<file path="config.mk">
export PLATFORM = sky130hd
export DESIGN_NAME = cyclesteal_vram_arb
export DESIGN_NICKNAME = d
export VERILOG_FILES = /design/src/rtl/csva_pkg.sv /design/src/rtl/csva_slot_timer.sv /design/src/rtl/csva_edge_sync.sv /design/src/rtl/csva_spram.sv /design/src/rtl/csva_host_ctrl.sv /design/src/rtl/cyclesteal_vram_arb.sv
export SDC_FILE = /design/constraint.sdc
export NUM_CORES = 2
export LEC_CHECK = 0
export BUFFER_PORTS_ARGS = -buffer_cell sky130_fd_sc_hd__buf_2
export CORE_UTILIZATION = 50
export DETAILED_ROUTE_END_ITERATION = 10
export PLACE_DENSITY = 0.65
export SLEW_MARGIN = 25
export SYNTH_ARGS = -nofsm -noshare
export SYNTH_HDL_FRONTEND = slang
export SYNTH_SLANG_ARGS = --single-unit
</file>
<file path="constraint.sdc">
create_clock -name clk -period 5.4 [get_ports clk]
set_clock_uncertainty 0.15 [all_clocks]
set_input_delay 0.27 -clock clk [delete_from_list [all_inputs] [get_ports clk]]
set_output_delay 0.27 -clock clk [all_outputs]
set_load 0.01 [all_outputs]
</file>
<file path="src/rtl/csva_pkg.sv">
package csva_pkg;

  // Host request handling states
  typedef enum logic [2:0] {
    H_IDLE,  // waiting for a strobe
    H_PEND,  // request latched, waiting for a free slot
    H_CAPT,  // memory read data now on the RAM output
    H_HOLD,  // stalled host, waiting for a host clock rising edge
    H_DONE   // finished, waiting for the strobe to go away
  } host_st_e;

endpackage

</file>
<file path="src/rtl/csva_slot_timer.sv">
module csva_slot_timer (
  input  logic clk,
  input  logic rst,
  output logic slot_is_host
);

  logic phase;  // 0: host slot, 1: fetch slot

  always_ff @(posedge clk) begin
    if (rst) phase <= 1'b0;
    else     phase <= ~phase;
  end

  assign slot_is_host = ~phase;

endmodule

</file>
<file path="src/rtl/csva_edge_sync.sv">
module csva_edge_sync #(
  parameter int STAGES = 2
) (
  input  logic clk,
  input  logic rst,
  input  logic async_in,
  output logic rise
);

  logic [STAGES-1:0] chain;
  logic              last;

  always_ff @(posedge clk) begin
    if (rst) begin
      chain <= '0;
      last  <= 1'b0;
    end else begin
      chain[0] <= async_in;
      for (int i = 1; i < STAGES; i++) chain[i] <= chain[i-1];
      last <= chain[STAGES-1];
    end
  end

  assign rise = chain[STAGES-1] & ~last;

endmodule

</file>
<file path="src/rtl/csva_spram.sv">
module csva_spram #(
  parameter int AW = 8,
  parameter int DW = 16
) (
  input  logic          clk,
  input  logic          en,
  input  logic          we,
  input  logic [AW-1:0] addr,
  input  logic [DW-1:0] din,
  output logic [DW-1:0] dout
);

  localparam int DEPTH = 1 << AW;

  logic [DW-1:0] mem [DEPTH];

  always_ff @(posedge clk) begin
    if (en) begin
      if (we) mem[addr] <= din;
      dout <= mem[addr];
    end
  end

endmodule

</file>
<file path="src/rtl/csva_host_ctrl.sv">
module csva_host_ctrl
  import csva_pkg::*;
#(
  parameter int AW = 8,
  parameter int DW = 16
) (
  input  logic          clk,
  input  logic          rst,
  input  logic          cs_n,
  input  logic          rd_n,
  input  logic          wr_n,
  input  logic [AW-1:0] addr,
  input  logic [DW-1:0] wdata,
  input  logic          disp_active,
  input  logic          fetch_slot,
  input  logic          hs_rise,
  input  logic [DW-1:0] ram_q,
  output logic          acc_go,
  output logic          acc_we,
  output logic [AW-1:0] acc_addr,
  output logic [DW-1:0] acc_wdata,
  output logic          wait_n,
  output logic [DW-1:0] rdata
);

  host_st_e      st;
  logic          strobe;
  logic          lat_we;
  logic          lat_stall;
  logic [AW-1:0] lat_addr;
  logic [DW-1:0] lat_wdata;

  assign strobe    = ~cs_n & (~rd_n | ~wr_n);
  assign acc_go    = (st == H_PEND) & ~fetch_slot;
  assign acc_we    = lat_we;
  assign acc_addr  = lat_addr;
  assign acc_wdata = lat_wdata;

  always_ff @(posedge clk) begin
    if (rst) begin
      st        <= H_IDLE;
      wait_n    <= 1'b1;
      rdata     <= '0;
      lat_we    <= 1'b0;
      lat_stall <= 1'b0;
      lat_addr  <= '0;
      lat_wdata <= '0;
    end else begin
      unique case (st)
        H_IDLE: if (strobe) begin
          lat_addr  <= addr;
          lat_wdata <= wdata;
          lat_we    <= ~wr_n;
          lat_stall <= disp_active;
          wait_n    <= ~disp_active;
          st        <= H_PEND;
        end
        H_PEND: if (acc_go) st <= H_CAPT;
        H_CAPT: begin
          if (!lat_we) rdata <= ram_q;
          st <= lat_stall ? H_HOLD : H_DONE;
        end
        H_HOLD: if (hs_rise) begin
          wait_n <= 1'b1;
          st     <= H_DONE;
        end
        H_DONE: if (!strobe) st <= H_IDLE;
        default: st <= H_IDLE;
      endcase
    end
  end

endmodule

</file>
<file path="src/rtl/cyclesteal_vram_arb.sv">
module cyclesteal_vram_arb #(
  parameter int ADDR_W      = 8,
  parameter int DATA_W      = 16,
  parameter int SYNC_STAGES = 2
) (
  input  logic              clk,
  input  logic              rst,
  input  logic              hclk,
  input  logic              host_cs_n,
  input  logic              host_rd_n,
  input  logic              host_wr_n,
  input  logic [ADDR_W-1:0] host_addr,
  input  logic [DATA_W-1:0] host_wdata,
  output logic [DATA_W-1:0] host_rdata,
  output logic              host_wait_n,
  input  logic              disp_active,
  input  logic [ADDR_W-1:0] fetch_addr,
  output logic              fetch_valid,
  output logic [DATA_W-1:0] fetch_data,
  output logic              slot_is_host
);

  logic              fetch_go;
  logic              hs_rise;
  logic              acc_go;
  logic              acc_we;
  logic [ADDR_W-1:0] acc_addr;
  logic [DATA_W-1:0] acc_wdata;
  logic              ram_en;
  logic              ram_we;
  logic [ADDR_W-1:0] ram_addr;
  logic [DATA_W-1:0] ram_q;

  csva_slot_timer u_slot (
    .clk          (clk),
    .rst          (rst),
    .slot_is_host (slot_is_host)
  );

  csva_edge_sync #(.STAGES(SYNC_STAGES)) u_hsync (
    .clk      (clk),
    .rst      (rst),
    .async_in (hclk),
    .rise     (hs_rise)
  );

  assign fetch_go = ~slot_is_host & disp_active;

  csva_host_ctrl #(.AW(ADDR_W), .DW(DATA_W)) u_host (
    .clk         (clk),
    .rst         (rst),
    .cs_n        (host_cs_n),
    .rd_n        (host_rd_n),
    .wr_n        (host_wr_n),
    .addr        (host_addr),
    .wdata       (host_wdata),
    .disp_active (disp_active),
    .fetch_slot  (fetch_go),
    .hs_rise     (hs_rise),
    .ram_q       (ram_q),
    .acc_go      (acc_go),
    .acc_we      (acc_we),
    .acc_addr    (acc_addr),
    .acc_wdata   (acc_wdata),
    .wait_n      (host_wait_n),
    .rdata       (host_rdata)
  );

  assign ram_en   = fetch_go | acc_go;
  assign ram_we   = acc_go & acc_we;
  assign ram_addr = acc_go ? acc_addr : fetch_addr;

  csva_spram #(.AW(ADDR_W), .DW(DATA_W)) u_ram (
    .clk  (clk),
    .en   (ram_en),
    .we   (ram_we),
    .addr (ram_addr),
    .din  (acc_wdata),
    .dout (ram_q)
  );

  always_ff @(posedge clk) begin
    if (rst) fetch_valid <= 1'b0;
    else     fetch_valid <= fetch_go;
  end

  assign fetch_data = ram_q;

endmodule

</file>
==> metrics.yaml <==
status: "completed"
comb_power_share: 0.179
p_leak_nw: 72.1
yosysWarnings: 0
dieHeight_um: 621
fin_area_um2: 218000
finalWirelength_um: 560000
dpl.cell_count: 14792
wl_per_cell_um: 35.7
finalSetupViolations: 0
cts-buffers-inserted: 436
preCtsSetupSlack_ps: 111
share_seq_of_total_power: 0.459
rows: 227
synth_edf_count: 4112
drtIter0Drc: 14370
synth_flop_cell: "edfxtp_1"
finalMaxSlewViolations: 0
grt-ovfl-total: 0
worstPathRequired_ps: 5990
ant_nets: 0
h-tree-depth: 5
critPathTopFamily: "compound AO/OA/AOI/OAI gates"
numPortBuffers: 73
hold_path_end: "u_host.acc_addr[1]"
synth_cells: 9646
cts.clk_slew.worst_paths_ps: 60
crit_top_cell: "buf_12"
reg2reg_to: "u_ram.dout[12]"
syn-cell-area_um2: 192000
clockBufferDepth: 4
syn2layout_area_growth_pct: 13.6
vias: 108409
r2r_cells: 10
critPathSlowestCell: "a41oi_1"
min_path_type: "in -> reg"
power_density_nw_per_um2: 371
p_int_mw: 58.6
yosysSeqAreaShare: 0.649
io-pin-count: 74
synth.avg_cell_area_um2: 19.9
place_congestion: 0.865
cp-start-kind: "flop"
crit_chain: "nor3b_2, nand2_8, a21boi_4, buf_12, buf_12, o22ai_1, o21ai_0, a41oi_1, buf_4, or4_1"
cp-end-kind: "flop"
ir_drop_uv: 408
fin_ws_ps: 46.5
placed_cell_area_um2: 203000
cts.repair.resized: 0
p_sw_mw: 22.2
clkPwrFrac: 0.361
firstDrtPassIters: 6
syn-num-nets: 9685
antenna_found_initial: 51
crit_type: "reg -> reg"
worstMarginPinSlew_ps: 1140
timing.final.crit_share: 0.991
grt_usage: 0.287
drc: 0
grt_pass1_vias: 110118
timing.rr.start: "u_host.st[0]"
ys_types: 46
path_depth: 10
min_from: "host_addr[1]"
grt_max_degree: 177
initial_core_util: 0.502
max_freq_mhz: 187
grt_pass1_wl_um: 800000
insertion_delay_ps: 1010
rrSetupSlack_ps: 50
drv_cap: 0
async_flop_share: 0
swShare: 0.275
period_minus_slack_ps: 5350
viasPerCell: 6.91
slew_headroom: 0.231
slowest_delay_ps: 730
dp_hpwl_um: 339000
fillers: 27853
cts_tree: "done"
nets: 10313
core_um2: 382000
holdPathStages: 4
cts_sinks: 4163
drive_above_1_share: 0.340
rsz0062_at_grt: "false"
finalHoldViolCount: 0
stdcell_count: 15697
path_max_fanout: 27
cts_root_buffer: "clkbuf_16"
critical_path_buf_inv_count: 3
synth-seq-cells: 4163
arrival_ps: 5950
die_area_um2: 386000
p_total_mw: 80.8
die_w_um: 621
## Yosys cell counts, drive strengths merged (2+ instances only)
master	number	area, um2
and2	4	25.0
mux2i	768	7690
o21a	4	31.3
o21ai	264	1330
or3	2	12.5
nor4	2	12.5
or4	17	128
edfxtp	4112	123000
dfxtp	51	1020
buf	463	2370
mux4	2048	46100
nand3b	6	45.0
nor2	780	2940
nand3	6	30.0
a21oi	49	245
nor3	5	35.0
o22ai	256	1600
nor2b	5	31.3
clkbuf	334	1250
nand4b	2	17.5
a31oi	2	18.8
nand2b	7	43.8
o32ai	256	2240
inv	5	18.8
a41oi	64	561
nand2	125	472
## cell usage in the layout, fill, tap and decap left out, types with 17 or more instances in the layout
cell type	count
buf_2	71
mux2i_1	768
clkinv_2	84
o22ai_1	256
dlygate4sd3_1	77
buf_12	139
mux4_2	2048
or4_1	17
buf_4	691
bufinv_16	34
o21ai_0	200
nand2_1	104
a21oi_1	49
diode_2	32
a41oi_1	55
o21ai_1	63
clkbuf_16	442
clkinv_1	111
edfxtp_1	4112
o32ai_1	256
clkbuf_1	90
dfxtp_4	18
nor2_1	771
dfxtp_1	33
## worst max-delay path by stage
| stage | startpoint | to | slack [ps] |
|---|---|---|---|
| after global routing | u_host.st[0] | u_ram.dout[2] | 110 |
| final | u_host.st[0] | u_ram.dout[12] | 50 |
| after detailed placement | u_host.st[0] | u_ram.dout[6] | 110 |
| after global placement | u_host.st[0] | u_ram.dout[11] | -300 |
| after floorplan | u_host.acc_wdata[0] | u_ram.mem[0][0] | 1000 |
| after CTS | u_host.st[0] | u_ram.dout[6] | 120 |
## worst register-to-register path, delay by kind of cell (launching register included)
kind,cells,cell delay [ps]
compound gates,4,2160
buf+inv,3,820
flops,1,580
simple gates,3,1380
## cells by family (layout without fill, tap and decap cells)
| family | count (synthesis) | after routing | share of synthesized area |
|---|---|---|---|
| mux | 2816 | 2816 | 0.280 |
| flops | 4163 | 4163 | 0.649 |
| simple gates | 964 | 964 | 0.0199 |
| other cells | 0 | 32 | 0 |
| buf+inv | 802 | 1783 | 0.0190 |
| compound gates | 901 | 901 | 0.0317 |
## power by group through the flow
stage	Sequential (mW)	Clock [mW]	Combinational (mW)
after floorplan	38.2	0	8.18
after global placement	37.8	0	14.1
after detailed placement	37.8	0	14.3
after CTS	37.1	29.5	14.4
after global routing	37.1	30.7	15.0
final	37.1	29.2	14.5
## flip-flops by register name, summed over array words and instances (netlist names), 2 cells and up
name and count:
u_ram.dout 16, u_host.acc_addr 8, u_host.st 3, u_host.acc_wdata 16, u_hsync.chain 2, u_ram.mem 4096, u_host.rdata 16
## through the flow
stage          setup TNS [ps]  utilization  hold slack (ps)
6_report                    0        0.570             72.4
5_1_grt                     0        0.570             36.5
4_1_cts                     0        0.570             6.57
3_5_place_dp                0        0.532              278
3_3_place_gp             -741        0.531              289
2_1_floorplan               0            -              216
## area by class of cell
cell class / instances / area, um2 / area share
Sequential cell: 4163 / 125000 / 0.572
Tap cell: 5038 / 6300 / 0.0289
Clock inverter: 259 / 2240 / 0.0103
Antenna cell: 32 / 80.1 / 0.000368
Timing Repair Buffer: 987 / 9320 / 0.0428
Inverter: 5 / 18.8 / 0.0000861
Multi-Input combinational cell: 4681 / 63900 / 0.294
Clock buffer: 532 / 11400 / 0.0523
## layer usage
layer | routed length (um) | vias up | share of wire | GRT usage
li1 | - | 43027 | - | -
met2 | 268000 | 5926 | 0.48 | 0.451
met3 | 55600 | 963 | 0.099 | 0.0574
met1 | 210000 | 58471 | 0.38 | 0.397
met5 | 136 | - | 0.00024 | 0
met4 | 26100 | 22 | 0.047 | 0.122
## what timing repair did
item	4_1_cts	5_1_grt
endpoints found under the hold margin	51	0
buffers inserted	0	0
hold buffers	77	0
(Power assumes the default switching activity.)
